`config.mk`:
```
export PLATFORM = sky130hd
export DESIGN_NAME = tick_watchdog
export DESIGN_NICKNAME = d
export VERILOG_FILES = /design/src/rtl/wdog_pkg.sv /design/src/rtl/wdog_apb_port.sv /design/src/rtl/wdog_ctrl_reg.sv /design/src/rtl/wdog_counter.sv /design/src/rtl/wdog_irq.sv /design/src/rtl/tick_watchdog.sv
export SDC_FILE = /design/constraint.sdc
export NUM_CORES = 1
export LEC_CHECK = 0
export BUFFER_PORTS_ARGS = -buffer_cell sky130_fd_sc_hd__buf_2
export CAP_MARGIN = 10
export CORE_UTILIZATION = 51
export DETAILED_ROUTE_END_ITERATION = 10
export PLACE_DENSITY = 0.77
export SLEW_MARGIN = 20
export SYNTH_ARGS = -nofsm -noshare
export SYNTH_HDL_FRONTEND = slang
export SYNTH_HIERARCHICAL = 1
export SYNTH_SLANG_ARGS = --single-unit
```
`constraint.sdc`:
```
create_clock -name clk -period 2.3 [get_ports clk]
set_input_delay 0.46 -clock clk [delete_from_list [all_inputs] [get_ports clk]]
set_output_delay 0.46 -clock clk [all_outputs]
set_load 0.005 [all_outputs]
```
`src/rtl/wdog_pkg.sv`:
```
package wdog_pkg;

  // Byte offsets of the register file
  localparam int unsigned OFS_LOAD   = 32'h00;
  localparam int unsigned OFS_VALUE  = 32'h04;
  localparam int unsigned OFS_CTRL   = 32'h08;
  localparam int unsigned OFS_CLEAR  = 32'h0C;
  localparam int unsigned OFS_RAW    = 32'h10;
  localparam int unsigned OFS_MASKED = 32'h14;

  // Control register: bit 0 run/interrupt enable, bit 1 reset-request enable
  typedef struct packed {
    logic rst_en;
    logic run_en;
  } wdog_ctrl_t;

  typedef enum logic [2:0] {
    RS_LOAD,
    RS_VALUE,
    RS_CTRL,
    RS_CLEAR,
    RS_RAW,
    RS_MASKED,
    RS_NONE
  } wdog_reg_e;

endpackage

```
`src/rtl/wdog_apb_port.sv`:
```
module wdog_apb_port
  import wdog_pkg::*;
#(
  parameter int ADDR_W = 12,
  parameter int DATA_W = 32
) (
  input  logic              psel,
  input  logic              penable,
  input  logic              pwrite,
  input  logic [ADDR_W-1:0] paddr,
  input  logic [DATA_W-1:0] load_q,
  input  logic [DATA_W-1:0] count_q,
  input  wdog_ctrl_t        ctrl_q,
  input  logic              ris_q,
  input  logic              mis,
  output logic [DATA_W-1:0] prdata,
  output logic              wr_load,
  output logic              wr_ctrl,
  output logic              wr_clr
);

  localparam logic [ADDR_W-1:0] A_LOAD   = ADDR_W'(OFS_LOAD);
  localparam logic [ADDR_W-1:0] A_VALUE  = ADDR_W'(OFS_VALUE);
  localparam logic [ADDR_W-1:0] A_CTRL   = ADDR_W'(OFS_CTRL);
  localparam logic [ADDR_W-1:0] A_CLEAR  = ADDR_W'(OFS_CLEAR);
  localparam logic [ADDR_W-1:0] A_RAW    = ADDR_W'(OFS_RAW);
  localparam logic [ADDR_W-1:0] A_MASKED = ADDR_W'(OFS_MASKED);
  localparam int                CTRL_W   = $bits(wdog_ctrl_t);

  wdog_reg_e sel;
  logic      wr_acc;

  always_comb begin
    case (paddr)
      A_LOAD:   sel = RS_LOAD;
      A_VALUE:  sel = RS_VALUE;
      A_CTRL:   sel = RS_CTRL;
      A_CLEAR:  sel = RS_CLEAR;
      A_RAW:    sel = RS_RAW;
      A_MASKED: sel = RS_MASKED;
      default:  sel = RS_NONE;
    endcase
  end

  // Zero-wait access: the write takes effect in the access phase
  assign wr_acc  = psel & penable & pwrite;
  assign wr_load = wr_acc & (sel == RS_LOAD);
  assign wr_ctrl = wr_acc & (sel == RS_CTRL);
  assign wr_clr  = wr_acc & (sel == RS_CLEAR);

  always_comb begin
    case (sel)
      RS_LOAD:   prdata = load_q;
      RS_VALUE:  prdata = count_q;
      RS_CTRL:   prdata = {{(DATA_W-CTRL_W){1'b0}}, ctrl_q};
      RS_RAW:    prdata = {{(DATA_W-1){1'b0}}, ris_q};
      RS_MASKED: prdata = {{(DATA_W-1){1'b0}}, mis};
      default:   prdata = '0;
    endcase
  end

endmodule

```
`src/rtl/wdog_ctrl_reg.sv`:
```
module wdog_ctrl_reg
  import wdog_pkg::*;
#(
  parameter bit LOCK_EN = 1'b0
) (
  input  logic       clk,
  input  logic       rst_n,
  input  logic       wr_ctrl,
  input  wdog_ctrl_t wdata,
  output wdog_ctrl_t ctrl_q,
  output logic       en_rise
);

  logic accept;

  generate
    if (LOCK_EN) begin : g_locking
      // Once running, the register refuses every write until reset
      assign accept = wr_ctrl & ~ctrl_q.run_en;
    end else begin : g_free
      assign accept = wr_ctrl;
    end
  endgenerate

  assign en_rise = accept & wdata.run_en & ~ctrl_q.run_en;

  always_ff @(posedge clk or negedge rst_n) begin
    if (!rst_n) begin
      ctrl_q <= '0;
    end else if (accept) begin
      ctrl_q <= wdata;
    end
  end

endmodule

```
`src/rtl/wdog_counter.sv`:
```
module wdog_counter #(
  parameter int                DATA_W   = 32,
  parameter logic [DATA_W-1:0] LOAD_DEF = '1
) (
  input  logic              clk,
  input  logic              rst_n,
  input  logic              wr_load,
  input  logic [DATA_W-1:0] wdata,
  input  logic              reload_req,
  input  logic              run_en,
  input  logic              tick_en,
  output logic [DATA_W-1:0] load_q,
  output logic [DATA_W-1:0] count_q,
  output logic              expire
);

  logic at_end;
  logic step;

  // The last step is taken from 1 (or from 0 when the reload value is zero)
  assign at_end = (count_q[DATA_W-1:1] == '0);
  assign step   = run_en & tick_en & ~wr_load & ~reload_req;
  assign expire = step & at_end;

  always_ff @(posedge clk or negedge rst_n) begin
    if (!rst_n) begin
      load_q  <= LOAD_DEF;
      count_q <= LOAD_DEF;
    end else if (wr_load) begin
      load_q  <= wdata;
      count_q <= wdata;
    end else if (reload_req) begin
      count_q <= load_q;
    end else if (step) begin
      count_q <= at_end ? load_q : count_q - 1'b1;
    end
  end

endmodule

```
`src/rtl/wdog_irq.sv`:
```
module wdog_irq (
  input  logic clk,
  input  logic rst_n,
  input  logic expire,
  input  logic wr_clr,
  input  logic run_en,
  input  logic rst_en,
  output logic ris_q,
  output logic mis,
  output logic rst_req_q
);

  always_ff @(posedge clk or negedge rst_n) begin
    if (!rst_n) begin
      ris_q <= 1'b0;
    end else if (wr_clr) begin
      ris_q <= 1'b0;
    end else if (expire) begin
      ris_q <= 1'b1;
    end
  end

  // A second expiry with the flag still pending requests a reset
  always_ff @(posedge clk or negedge rst_n) begin
    if (!rst_n) begin
      rst_req_q <= 1'b0;
    end else if (expire & ris_q & rst_en) begin
      rst_req_q <= 1'b1;
    end
  end

  assign mis = ris_q & run_en;

endmodule

```
`src/rtl/tick_watchdog.sv`:
```
module tick_watchdog
  import wdog_pkg::*;
#(
  parameter int                ADDR_W   = 12,
  parameter int                DATA_W   = 32,
  parameter logic [DATA_W-1:0] LOAD_DEF = '1,
  parameter bit                LOCK_EN  = 1'b0
) (
  input  logic              clk,
  input  logic              rst_n,
  input  logic              psel,
  input  logic              penable,
  input  logic              pwrite,
  input  logic [ADDR_W-1:0] paddr,
  input  logic [DATA_W-1:0] pwdata,
  output logic [DATA_W-1:0] prdata,
  output logic              pready,
  output logic              pslverr,
  input  logic              tick_en,
  output logic              irq_o,
  output logic              rst_req_o
);

  localparam int CTRL_W = $bits(wdog_ctrl_t);

  logic [DATA_W-1:0] load_q;
  logic [DATA_W-1:0] count_q;
  wdog_ctrl_t        ctrl_q;
  logic              ris_q;
  logic              mis;
  logic              wr_load;
  logic              wr_ctrl;
  logic              wr_clr;
  logic              en_rise;
  logic              expire;
  logic              ctrl_en;

  assign ctrl_en = ctrl_q.run_en;

  wdog_apb_port #(
    .ADDR_W (ADDR_W),
    .DATA_W (DATA_W)
  ) u_port (
    .psel    (psel),
    .penable (penable),
    .pwrite  (pwrite),
    .paddr   (paddr),
    .load_q  (load_q),
    .count_q (count_q),
    .ctrl_q  (ctrl_q),
    .ris_q   (ris_q),
    .mis     (mis),
    .prdata  (prdata),
    .wr_load (wr_load),
    .wr_ctrl (wr_ctrl),
    .wr_clr  (wr_clr)
  );

  wdog_ctrl_reg #(
    .LOCK_EN (LOCK_EN)
  ) u_ctrl (
    .clk     (clk),
    .rst_n   (rst_n),
    .wr_ctrl (wr_ctrl),
    .wdata   (wdog_ctrl_t'(pwdata[CTRL_W-1:0])),
    .ctrl_q  (ctrl_q),
    .en_rise (en_rise)
  );

  wdog_counter #(
    .DATA_W   (DATA_W),
    .LOAD_DEF (LOAD_DEF)
  ) u_cnt (
    .clk        (clk),
    .rst_n      (rst_n),
    .wr_load    (wr_load),
    .wdata      (pwdata),
    .reload_req (en_rise | wr_clr),
    .run_en     (ctrl_en),
    .tick_en    (tick_en),
    .load_q     (load_q),
    .count_q    (count_q),
    .expire     (expire)
  );

  wdog_irq u_irq (
    .clk       (clk),
    .rst_n     (rst_n),
    .expire    (expire),
    .wr_clr    (wr_clr),
    .run_en    (ctrl_en),
    .rst_en    (ctrl_q.rst_en),
    .ris_q     (ris_q),
    .mis       (mis),
    .rst_req_q (rst_req_o)
  );

  assign irq_o   = mis;
  assign pready  = 1'b1;
  assign pslverr = 1'b0;

endmodule

```
* Word-level counts from Yosys, hierarchy flattened
Cells that the tools add are included.
** Cells by class
- $add $sub $neg :: 1
- Equality and inequality tests :: 10
- Mux-type cells :: 8
- Bitwise logic cells :: 18
- Reduce and logical (&&, ||, !) cells :: 5
** Operator list (count)
- $pmux 32 s5 :: 1
- $mux 32 :: 4
- $sub 32x1->32 const B :: 1
- $logic_not 31->1 :: 1
- $eq 12x4->1 const B :: 2
- $eq 12x5->1 const B :: 2
- $pmux 3 s6 :: 1
- $and 1x1->1 :: 14
- $eq 12x3->1 const B :: 1
- $logic_not 12->1 :: 1
- $eq 3x2->1 const B :: 2
- $eq 3x3->1 const B :: 2
- $eq 3x1->1 const B :: 1
- $logic_not 3->1 :: 1
- $not 1->1 :: 3
- $reduce_bool 3->1 :: 1
- $mux 1 :: 2
- $reduce_bool 2->1 :: 1
- $or 1x1->1 :: 1
** Word-level totals
- Flip-flop bits (word level) :: 68
- Bits of input ports :: 50
- Output and inout bits :: 36
- Logic and storage cells :: 48

* Depth between registers and ports, before layout
Gate-level depths: netlist (run 1).
- Depth in word-level cells :: 12
- Mapped depth :: 12
- Gate-level depth less buffers :: 10

* Cells and area by module
Netlist (run 1), hierarchy kept.
** By module, submodules not included
- wdog_counter :: times used 1, cells each 411, area an instance 3868.7 sq um, sequential area each 1681.6 sq um
- wdog_apb_port :: times used 1, cells each 89, area an instance 623.1 sq um, sequential area each 0.0 sq um
- wdog_ctrl_reg :: times used 1, cells each 5, area an instance 82.6 sq um, sequential area each 50.0 sq um
- wdog_irq :: times used 1, cells each 5, area an instance 75.1 sq um, sequential area each 50.0 sq um
- tick_watchdog :: times used 1, cells each 5, area an instance 28.8 sq um, sequential area each 0.0 sq um

* Worst setup path after synthesis (run 1)
OpenSTA, ideal clock, no wires.
- Kind :: input to register
- Start point :: in paddr[9]
- End point :: reg u_cnt.count_q[10]
- Setup time :: 0.080 ns
- Arrival time :: 2.837 ns
- Data required time :: 2.220 ns
- Slack :: -0.617 ns
- Stages on the path :: 11
- Path buffers :: 3
- Path through :: nor4_4 nand4b_1 nor4b_2 and3b_2 or2_1 clkbuf_1 a211o_1 clkbuf_1 clkbuf_1 nand2_1 o221a_2
** Between the ends
- Cells in the longest elaborated chain, start to end :: 10
- Elaborated cells on any way between the ends :: 23
- Classes of those cells :: eq/ne (7); mux (3); bitwise (10); reduce/logical (3)
** Ends and longest elaborated chain
- from (decl) :: RTL line tick_watchdog.sv:14 : input logic [ADDR_W-1:0] paddr,
- $eq 12x5->1, or another cell as far along :: RTL line wdog_apb_port.sv:34 : case (paddr)
- $pmux 3 s6 (*) :: RTL line wdog_apb_port.sv:34
- $eq 3x2->1 (*) :: RTL line wdog_apb_port.sv:48 : assign wr_ctrl = wr_acc & (sel == RS_CTRL);
- $and 1x1->1 (*) :: RTL line wdog_apb_port.sv:48
- named net wr_ctrl :: RTL line tick_watchdog.sv:32 : logic wr_ctrl;
- $and 1x1->1 (*) (2 in series) :: RTL line wdog_ctrl_reg.sv:25 : assign en_rise = accept & wdata.run_en & ~ctrl_q.run_en;
- named net en_rise :: RTL line tick_watchdog.sv:34 : logic en_rise;
- $or 1x1->1 (*) :: RTL line tick_watchdog.sv:78 : .reload_req (en_rise | wr_clr),
- $not 1->1 :: RTL line wdog_counter.sv:22 : assign step = run_en & tick_en & ~wr_load & ~reload_req;
- $and 1x1->1 :: RTL line wdog_counter.sv:22
- $reduce_bool 3->1 (no line)
- to (signal assigned) :: RTL line wdog_counter.sv:31 : count_q <= wdata;
- to (signal assigned) :: RTL line wdog_counter.sv:33 : count_q <= load_q;
- to (signal assigned) :: RTL line wdog_counter.sv:35 : count_q <= at_end ? load_q : count_q - 1'b1;
- to (decl) :: RTL line wdog_counter.sv:13 : output logic [DATA_W-1:0] count_q,
The timed path passes the listed nets; every way through them passes the cells marked *.
A chain may end at the register's enable or synchronous reset.

* Final worst setup path (run 1)
- Start point :: reg u_cnt.count_q[21]
- End point :: reg u_cnt.count_q[25]
** Between the ends
- Cells in the longest elaborated chain, start to end :: 5
- Elaborated cells on any way between the ends :: 6
- Classes of those cells :: add/sub (1); mux (4); reduce/logical (1)
** Ends and longest elaborated chain
- $sub 32x1->32 or $logic_not 31->1 (tied branches) :: RTL line wdog_counter.sv:35, wdog_counter.sv:21
- $mux 32 (*) :: RTL line wdog_counter.sv:35
- $mux 32 (*) :: RTL line wdog_counter.sv:34 : end else if (step) begin
- $mux 32 (*) :: RTL line wdog_counter.sv:32 : end else if (reload_req) begin
- $mux 32 (*) :: RTL line wdog_counter.sv:29 : end else if (wr_load) begin
Mark *: on every way between the ends. The rest lies on a longest branch, timed or not. The select of a mux whose other input is x is not followed.

==> impl_metrics.env, run 1 <==
export IMPL_hold_violations=0
export IMPL_final_common_cell="buf_4"
export IMPL_grt_max_degree=41
export IMPL_slew_headroom_pct=59.9
export IMPL_hold_ws_ns=0.320
export IMPL_slew_violations=0
export IMPL_async_flop_share_pct=100
export IMPL_cts_buffers_inserted=9
export IMPL_postLayoutCellArea_sq_um=6810
export IMPL_h_tree_depth=3
export IMPL_synth_distinct_cells=68
export IMPL_r2r_slack_ns=-0.27
export IMPL_status="finished, violations left"
export IMPL_place_area_sq_um=5840
export IMPL_totalWireLength_mm=17.9
export IMPL_clk_latency_ns=0.35
export IMPL_antenna_found_initial=0
export IMPL_min_path_type="in2reg"
export IMPL_grt_pass1_wl_mm=26.2
export IMPL_max_cap_violations=0
export IMPL_p_per_area_nw_per_um2=334
export IMPL_crit_end="u_cnt/count_q[25]"
export IMPL_die_area_sq_um=9560
export IMPL_pin_count=86
export IMPL_num_vias=5295
export IMPL_dr_pass1_iters=8
export IMPL_syn_area_per_cell_sq_um=9.08
export IMPL_final_setup_tns_ns=-4.61
export IMPL_violations="design-rule violations, negative setup slack"
export IMPL_synthesis_nets=566
export IMPL_path_class="reg2reg"
export IMPL_nets=739
export IMPL_setup_viol=27
export IMPL_io_buffer_count=83
export IMPL_fillerInstances=584
export IMPL_initial_core_util_pct=53.1
export IMPL_drive_gt1_share_pct=56.0
export IMPL_die_x_um=97.8
export IMPL_route_detailed_drc=18
export IMPL_max_stage_delay_ns=0.64
export IMPL_peakVddDrop_uv=367
export IMPL_gp_congestion=1.00
export IMPL_synth_warnings=6
export IMPL_max_freq_mhz=390
export IMPL_syn_inst=515
export IMPL_startpoint_type="flip-flop"
export IMPL_grt_use_total_pct=34.9
export IMPL_clk_pin_slew_ns=0.08
export IMPL_via_per_inst=6.63
export IMPL_critPathSlowestCell="or4_4"
export IMPL_worst_pin_slew_ns=0.595
export IMPL_crit_required_ns=2.57
export IMPL_drtIter0Drc=564
export IMPL_core_sq_um=8810
export IMPL_clockBufferDepth=2
export IMPL_rsz0062_at_grt="yes"
export IMPL_reg2reg_from="u_cnt/count_q[21]"
export IMPL_clkSinkCount=68
export IMPL_fin_crit_sh_pct=112
export IMPL_cp_depth=6
export IMPL_worstPathArrival_ns=2.84
export IMPL_die_height_um=97.8
export IMPL_crit_path_end_kind="flip-flop"
export IMPL_clockRootBuffer="clkbuf_8"
export IMPL_path_cells="or4_4, or4_4, o41a_1, buf_6, o31ai_4, nor3_2"
export IMPL_ys_ff_latch=68
export IMPL_overflow=0
export IMPL_cp_top_family="simple AND/OR/NAND/NOR gates"
export IMPL_synth_edf_count=0
export IMPL_min_period_ns=2.57
export IMPL_p_leak_nw=3.04
export IMPL_ys_seq_area_share_pct=38.1
export IMPL_wl_per_cell_um=22.4
export IMPL_ff2ff_path_depth=6
export IMPL_ys_flop_type="dfstp_2"
export IMPL_fin_skew_ns=0.0163
export IMPL_critPathLaunch="u_cnt/count_q[21]"
export IMPL_final_cell_mix="98 x buf_4, 80 x buf_2, 64 x dfstp_2"
export IMPL_netlist_area_sq_um=4680
export IMPL_drtAntennaViolNets=0
export IMPL_cts_tree="yes"
export IMPL_path_common_cell="or4_4"
export IMPL_syn2layout_area_growth_pct=45.5
export IMPL_r2r_end="u_cnt/count_q[25]"
export IMPL_antennaDiodeCount=0
export IMPL_setup_slack_ns=-0.265
export IMPL_rows=34
export IMPL_crit_fanout=7
export IMPL_dpl_hpwl_mm=11.4
export IMPL_cp_num_buf_inv=1
export IMPL_grt_pass1_vias=5113
## layer usage
metal	part of all wire [%]	global-route usage, %	up-vias
li1	-	-	2290
met1	39	46.6	2560
met2	47	55.2	355
met3	9.5	5.80	90
met4	4.7	17.1	0
met5	0	0	-
## registers in the layout (all words and copies together) (netlist names)
signal	flops
u_cnt/count_q	32
u_cnt/load_q	32
u_ctrl/ctrl_q	2
u_irq/ris_q	1
u_irq/rst_req_q	1
## synthesized netlist by cell type, types with 3 or more instances
master    number  area share, %
dfstp_2       64             36
nor2_1        49            3.9
nand2_1       43            3.5
mux2i_1       38            8.1
o21ai_0       28            3.0
nor3_1        24            2.6
clkbuf_1      22            1.8
mux2_2        20            4.8
nand3_1       18            1.9
nor4_1        15            2.0
a22oi_1       13            2.1
a21oi_1       12            1.3
buf_2         10            1.1
inv_1         10           0.80
nand4_1        9            1.2
a21o_1         8            1.3
nor2b_1        8            1.1
o221ai_1       8            1.5
or3_1          7           0.94
a31oi_1        6           0.80
o22ai_1        6           0.80
or4_1          6           0.96
a22o_1         4           0.75
and3_1         4           0.53
dfrtp_1        4            2.1
nand2b_1       4           0.53
o211ai_1       4           0.64
xnor2_1        4           0.75
a211oi_1       3           0.48
o311ai_0       3           0.56
o31a_1         3           0.56
o41ai_1        3           0.56
or2_2          3           0.40
## power breakdown
part / switching (mW) / internal [mW] / leakage (nW)
Sequential: 0.00312 / 1.21 / 0.719
Clock: 0.475 / 0.405 / 0.0848
Combinational: 0.105 / 0.0794 / 2.23
Total: 0.583 / 1.69 / 3.04
## kinds of logic (layout without fill, tap and decap cells)
group	after synthesis	in the layout	synth area share (%)
DFF	68	68	38.1
AOI/OAI and AO/OA	123	123	19.2
other	2	2	0.161
muxes	58	58	12.9
xor gates and xnor gates	6	6	1.12
adders and majority gates	1	1	0.267
buffers and inverters	49	225	4.92
and+or+nand+nor	208	208	23.3
## cell type report
| cell class | instances | area, sq um | area share, % |
|---|---|---|---|
| tap | 108 | 135 | 1.98 |
| clock inverter | 3 | 15.0 | 0.221 |
| inverter | 10 | 41.3 | 0.607 |
| sequential | 68 | 1780 | 26.2 |
| clock buffer | 11 | 141 | 2.08 |
| multi-input combinational | 398 | 3230 | 47.4 |
| timing repair buffer | 201 | 1470 | 21.5 |
## worst min-delay path: stages
cell and delay, ns:
buf_2 0.09, nand2_1 0.06, nand2_1 0.05
## what timing repair did
action | in CTS | in global routing
setup endpoints to repair | 33 | 63
resized for setup | 44 | 102
hold buffers | 1 | 0
gates cloned | 1 | 3
buffers inserted | 9 | 7
pin swaps | 16 | 47
hold endpoints to repair | 4 | 0
## worst min-delay path by stage
stage,start,to,slack (ns),depth (start not counted)
detailed placement,rst_n,u_irq/rst_req_q,0.28,1
global placement,rst_n,u_irq/rst_req_q,0.29,1
finish,pwdata[29],u_cnt/load_q[29],0.32,3
global route,pwdata[26],u_cnt/load_q[26],0.34,2
floorplan,rst_n,u_ctrl/ctrl_q[0],0.16,0
CTS,pwdata[29],u_cnt/load_q[29],0.30,3
## through the flow
step                      setup WS, ns  util, %  std cells  power, mW
final                           -0.265     77.3        799       2.27
after CTS                       -0.189     71.3        792       2.27
after global routing            -0.367     77.3        799       2.34
after detailed placement        -0.459     66.3        767       1.39
after floorplan                 -0.351        -        515       1.29
after global placement          -0.358     66.3        767       1.39
Power figures use the tool's default switching activity.
==> inputs of run 2 (changes only) <==
--- a/config.mk
+++ b/config.mk
@@ -9,7 +9,7 @@
 export CAP_MARGIN = 10
 export CORE_UTILIZATION = 51
 export DETAILED_ROUTE_END_ITERATION = 10
-export PLACE_DENSITY = 0.77
+export PLACE_DENSITY = 0.81
 export SLEW_MARGIN = 20
 export SYNTH_ARGS = -nofsm -noshare
 export SYNTH_HDL_FRONTEND = slang
==> impl_metrics.env, run 2 (synthesized netlist as in run 1, its figures left out) <==
export IMPL_status="finished, violations left"
export IMPL_violations="design-rule violations, negative setup slack"
export IMPL_crit_path_end_kind="flip-flop"
export IMPL_setup_slack_ns=-0.202
export IMPL_route_detailed_drc=18
export IMPL_critPathSlowestCell="or4_4"
export IMPL_gp_congestion=0.970
export IMPL_p_seq_share_pct=53.1
export IMPL_rows=34
export IMPL_min_path_type="in2async"
export IMPL_worstPathArrival_ns=2.76
export IMPL_fin_crit_sh_pct=109
export IMPL_postLayoutCellArea_sq_um=6330
export IMPL_peakVddDrop_uv=297
export IMPL_die_x_um=97.8
export IMPL_antennaDiodeCount=0
export IMPL_antenna_found_initial=0
export IMPL_cts_buffers_inserted=9
export IMPL_grt_max_degree=69
export IMPL_fin_skew_ns=0.00939
export IMPL_die_height_um=97.8
export IMPL_swShare_pct=24.1
export IMPL_slew_violations=0
export IMPL_slew_headroom_pct=63.2
export IMPL_grt_pass1_vias=4848
export IMPL_nets=727
export IMPL_hold_ws_ns=0.125
export IMPL_top_regs="u_cnt/count_q (32), u_cnt/load_q (32), u_ctrl/ctrl_q (2)"
export IMPL_path_common_cell="or4_4"
export IMPL_drtIter0Drc=374
export IMPL_max_freq_mhz=400
export IMPL_fillerInstances=647
export IMPL_initial_core_util_pct=53.1
export IMPL_setup_viol=28
export IMPL_r2r_slack_ns=-0.20
export IMPL_core_sq_um=8810
export IMPL_p_per_area_nw_per_um2=360
export IMPL_syn2layout_area_growth_pct=35.3
export IMPL_crit_fanout=8
export IMPL_drive_gt1_share_pct=47.9
export IMPL_die_area_sq_um=9560
export IMPL_clk_pin_slew_ns=0.07
export IMPL_dr_pass1_iters=8
export IMPL_cp_top_family="simple AND/OR/NAND/NOR gates"
export IMPL_startpoint_type="flip-flop"
export IMPL_clockRootBuffer="clkbuf_8"
export IMPL_min_period_ns=2.50
export IMPL_clkSinkCount=68
export IMPL_post_route_util_pct=71.9
export IMPL_max_stage_delay_ns=0.61
export IMPL_totalWireLength_mm=15.4
export IMPL_crit_required_ns=2.56
export IMPL_grt_pass1_wl_mm=24.5
export IMPL_p_leak_nw=2.95
export IMPL_p_int_mw=1.73
export IMPL_final_common_cell="buf_4"
export IMPL_pin_count=86
export IMPL_worst_pin_slew_ns=0.552
export IMPL_clk_latency_ns=0.34
export IMPL_place_area_sq_um=5880
export IMPL_h_tree_depth=3
export IMPL_switching_power_uw=550
export IMPL_hold_violations=0
export IMPL_postCtsHoldBufs=0
export IMPL_combPwrFrac_pct=7.6
export IMPL_numPlacedInstances=764
export IMPL_io_buffer_count=83
export IMPL_max_cap_violations=0
export IMPL_clockBufferDepth=2
export IMPL_path_class="reg2reg"
export IMPL_r2r_end="u_cnt/count_q[25]"
export IMPL_final_cell_mix="92 x buf_4, 81 x buf_2, 64 x dfstp_2"
export IMPL_layout_cells_non_filler=788
export IMPL_reg2reg_from="u_cnt/count_q[20]"
export IMPL_path_cells="or4_4, or4_4, o41a_1, buf_6, o31ai_2, nor3_1"
export IMPL_power_share_clock_pct=39.3
export IMPL_cp_num_buf_inv=1
export IMPL_cts_tree="yes"
export IMPL_num_vias=4910
export IMPL_drtAntennaViolNets=0
export IMPL_via_per_inst=6.23
export IMPL_rsz0062_at_grt="yes"
export IMPL_wl_per_cell_um=19.6
export IMPL_dpl_hpwl_mm=11.0
export IMPL_grt_use_total_pct=32.4
export IMPL_ff2ff_path_depth=6
export IMPL_overflow=0
-- run 2: how the worst max path moves through the flow --
| stage | endpoint | from | depth (start not counted) |
|---|---|---|---|
| 2_1_floorplan | u_cnt/count_q[9] | paddr[10] | 11 |
| 3_3_place_gp | u_cnt/count_q[27] | paddr[10] | 13 |
| 3_5_place_dp | u_cnt/count_q[27] | paddr[10] | 13 |
| 4_1_cts | u_cnt/count_q[25] | u_cnt/count_q[20] | 6 |
| 5_1_grt | u_cnt/count_q[25] | u_cnt/count_q[20] | 6 |
| 6_report | u_cnt/count_q[25] | u_cnt/count_q[20] | 6 |
-- run 2: power by group through the flow --
stage	Combinational (mW)	Sequential (mW)	Clock [mW]
finish	0.173	1.21	0.895
global route	0.188	1.21	0.959
floorplan	0.0591	1.23	0
global placement	0.161	1.23	0
detailed placement	0.166	1.23	0
CTS	0.169	1.21	0.913
-- run 2: layer usage --
metal  vias to the layer above  GRT usage, %  routed length, um  part of all wire, %
met5                         -             0                  0                    0
met4                         0          12.8                353                  2.3
met3                        38          4.58               1090                  7.1
met2                       234          54.1               7490                   48
met1                      2378          42.7               6500                   42
li1                       2260             -                  -                    -
-- run 2: what timing repair did --
| action | in CTS | in global routing |
|---|---|---|
| buffers inserted | 3 | 7 |
| setup endpoints to repair | 31 | 61 |
| resized for setup | 27 | 21 |
| pin swaps | 13 | 5 |
-- run 2: layout make-up --
type	instances	area [sq um]	share of cell area, %
well taps	108	135	2.14
clock inverters	2	10.0	0.158
inverters	10	41.3	0.652
multi-input cells	398	2870	45.3
repair buffers	189	1330	21.1
clock buffers	13	159	2.51
flip-flops and latches	68	1780	28.2
-- run 2: stage by stage --
stage / power (mW) / setup slack (ns) / TNS, ns
after global placement: 1.39 / -0.474 / -11.35
after global routing: 2.36 / -0.250 / -4.65
final: 2.28 / -0.202 / -3.07
after detailed placement: 1.39 / -0.482 / -12.69
after CTS: 2.29 / -0.181 / -2.65
after floorplan: 1.29 / -0.351 / -4.14
==> inputs of run 3 (changes only) <==
--- a/config.mk
+++ b/config.mk
@@ -7,9 +7,12 @@
 export LEC_CHECK = 0
 export BUFFER_PORTS_ARGS = -buffer_cell sky130_fd_sc_hd__buf_2
 export CAP_MARGIN = 10
-export CORE_UTILIZATION = 51
+export CELL_PAD_IN_SITES_DETAIL_PLACEMENT = 0
+export CELL_PAD_IN_SITES_GLOBAL_PLACEMENT = 1
+export CORE_UTILIZATION = 39
 export DETAILED_ROUTE_END_ITERATION = 10
-export PLACE_DENSITY = 0.81
+export PLACE_DENSITY = 0.82
+export REMOVE_ABC_BUFFERS = 1
 export SLEW_MARGIN = 20
 export SYNTH_ARGS = -nofsm -noshare
 export SYNTH_HDL_FRONTEND = slang
==> impl_metrics.env, run 3 (synthesized netlist as in run 1, its figures left out) <==
export IMPL_status="finished, violations left"
export IMPL_violations="design-rule violations, negative setup slack"
export IMPL_r2r_slack_ns=-0.24
export IMPL_grt_use_total_pct=26.9
export IMPL_p_per_area_nw_per_um2=400
export IMPL_combPwrFrac_pct=6.5
export IMPL_hold_violations=0
export IMPL_clk_pin_slew_ns=0.06
export IMPL_r2r_end="u_cnt/count_q[13]"
export IMPL_dr_pass1_iters=10
export IMPL_min_path_type="in2reg"
export IMPL_ff2ff_path_depth=6
export IMPL_worstPathArrival_ns=2.80
export IMPL_crit_fanout=3
export IMPL_clk_latency_ns=0.34
export IMPL_swShare_pct=22.3
export IMPL_rows=39
export IMPL_switching_power_uw=628
export IMPL_grt_max_degree=34
export IMPL_drtIter0Drc=446
export IMPL_antennaDiodeCount=0
export IMPL_core_sq_um=11600
export IMPL_max_freq_mhz=393
export IMPL_rsz0062_at_grt="yes"
export IMPL_nets=757
export IMPL_p_seq_share_pct=43.0
export IMPL_final_cell_mix="107 x buf_4, 81 x buf_2, 64 x dfstp_2"
export IMPL_slew_headroom_pct=58.1
export IMPL_cts_tree="yes"
export IMPL_syn2layout_area_growth_pct=50.5
export IMPL_critPathLaunch="u_cnt/count_q[20]"
export IMPL_peakVddDrop_uv=295
export IMPL_route_detailed_drc=8
export IMPL_gp_congestion=0.942
export IMPL_top_regs="u_cnt/count_q (32), u_cnt/load_q (32), u_ctrl/ctrl_q (2)"
export IMPL_die_height_um=112
export IMPL_num_vias=5113
export IMPL_crit_end="u_cnt/count_q[13]"
export IMPL_die_x_um=112
export IMPL_final_common_cell="buf_4"
export IMPL_grt_pass1_vias=5155
export IMPL_slew_violations=0
export IMPL_p_int_mw=2.19
export IMPL_initial_core_util_pct=40.5
export IMPL_numPlacedInstances=820
export IMPL_worst_pin_slew_ns=0.629
export IMPL_hold_ws_ns=0.343
export IMPL_pin_count=86
export IMPL_setup_viol=27
export IMPL_wl_per_cell_um=20.1
export IMPL_p_leak_nw=3.20
export IMPL_crit_path_end_kind="flip-flop"
export IMPL_reg2reg_from="u_cnt/count_q[20]"
export IMPL_post_route_util_pct=60.9
export IMPL_crit_required_ns=2.55
export IMPL_drtAntennaViolNets=0
export IMPL_path_class="reg2reg"
export IMPL_drive_gt1_share_pct=54.0
export IMPL_io_buffer_count=83
export IMPL_setup_slack_ns=-0.244
export IMPL_clockBufferDepth=2
export IMPL_pre_cts_ws_ns=-0.570
export IMPL_layout_cells_non_filler=854
export IMPL_totalWireLength_mm=17.2
export IMPL_clkSinkCount=68
export IMPL_postCtsHoldBufs=0
export IMPL_overflow=0
export IMPL_min_period_ns=2.54
export IMPL_postLayoutCellArea_sq_um=7040
export IMPL_place_area_sq_um=6080
export IMPL_power_share_clock_pct=50.5
export IMPL_dpl_hpwl_mm=11.8
export IMPL_grt_pass1_wl_mm=26.5
export IMPL_cts_buffers_inserted=9
export IMPL_fin_crit_sh_pct=111
export IMPL_via_per_inst=5.99
export IMPL_clockRootBuffer="clkbuf_16"
export IMPL_h_tree_depth=3
export IMPL_fin_skew_ns=0.00410
export IMPL_startpoint_type="flip-flop"
export IMPL_max_cap_violations=0
export IMPL_antenna_found_initial=0
export IMPL_die_area_sq_um=12400
-- run 3: how the worst min path moves through the flow --
stage,start,endpoint,slack [ns],cells past startpoint
global placement,u_irq/rst_req_q,u_irq/rst_req_q,0.46,1
floorplan,rst_n,u_ctrl/ctrl_q[0],0.16,0
global route,pwdata[21],u_cnt/load_q[21],0.34,2
detailed placement,u_irq/rst_req_q,u_irq/rst_req_q,0.46,1
finish,pwdata[21],u_cnt/load_q[21],0.34,2
CTS,pwdata[21],u_cnt/load_q[21],0.33,2
-- run 3: repair_timing --
action	CTS	global route
setup buffers	7	11
resized for setup	41	68
endpoints found under the setup margin	34	64
cloned	1	2
pin swaps	15	27
-- run 3: layout make-up --
cell class              instances  area, sq um
clock inverters                 4         47.5
clock buffers                  12          256
fillers                       950         4530
repair buffers                219         1680
flip-flops and latches         68         1780
multi-input cells             398         3050
inverters                      10         41.3
well taps                     143          179
-- run 3: critical path, cell delays in order, from the launching register on --
cell and delay, ns:
dfstp_2 0.37, or4_4 0.54, or4_4 0.60, buf_6 0.15, o41ai_4 0.27, o221ai_1 0.16
or3_1 0.37
-- run 3: power by group through the flow --
stage	combinational, mW	clock, mW	sequential, mW
floorplan	0.0414	0	1.23
global placement	0.169	0	1.23
detailed placement	0.173	0	1.23
CTS	0.175	1.44	1.21
global route	0.200	1.51	1.21
finish	0.182	1.42	1.21
-- run 3: per-stage QoR --
stage	TNS [ns]	total power, mW
floorplan	-177.01	1.27
global placement	-11.33	1.40
detailed placement	-15.06	1.40
CTS	-3.65	2.83
global route	-5.89	2.92
finish	-4.16	2.81
-- run 3: per-layer routing --
metal  vias to the layer above  global-route usage, %  share of wire (%)
met5                         -                      0                  0
met4                         0                   11.5                2.8
met3                        43                   4.14                6.9
met2                       264                   44.2                 47
met1                      2493                   35.1                 43
li1                       2313                      -                  -
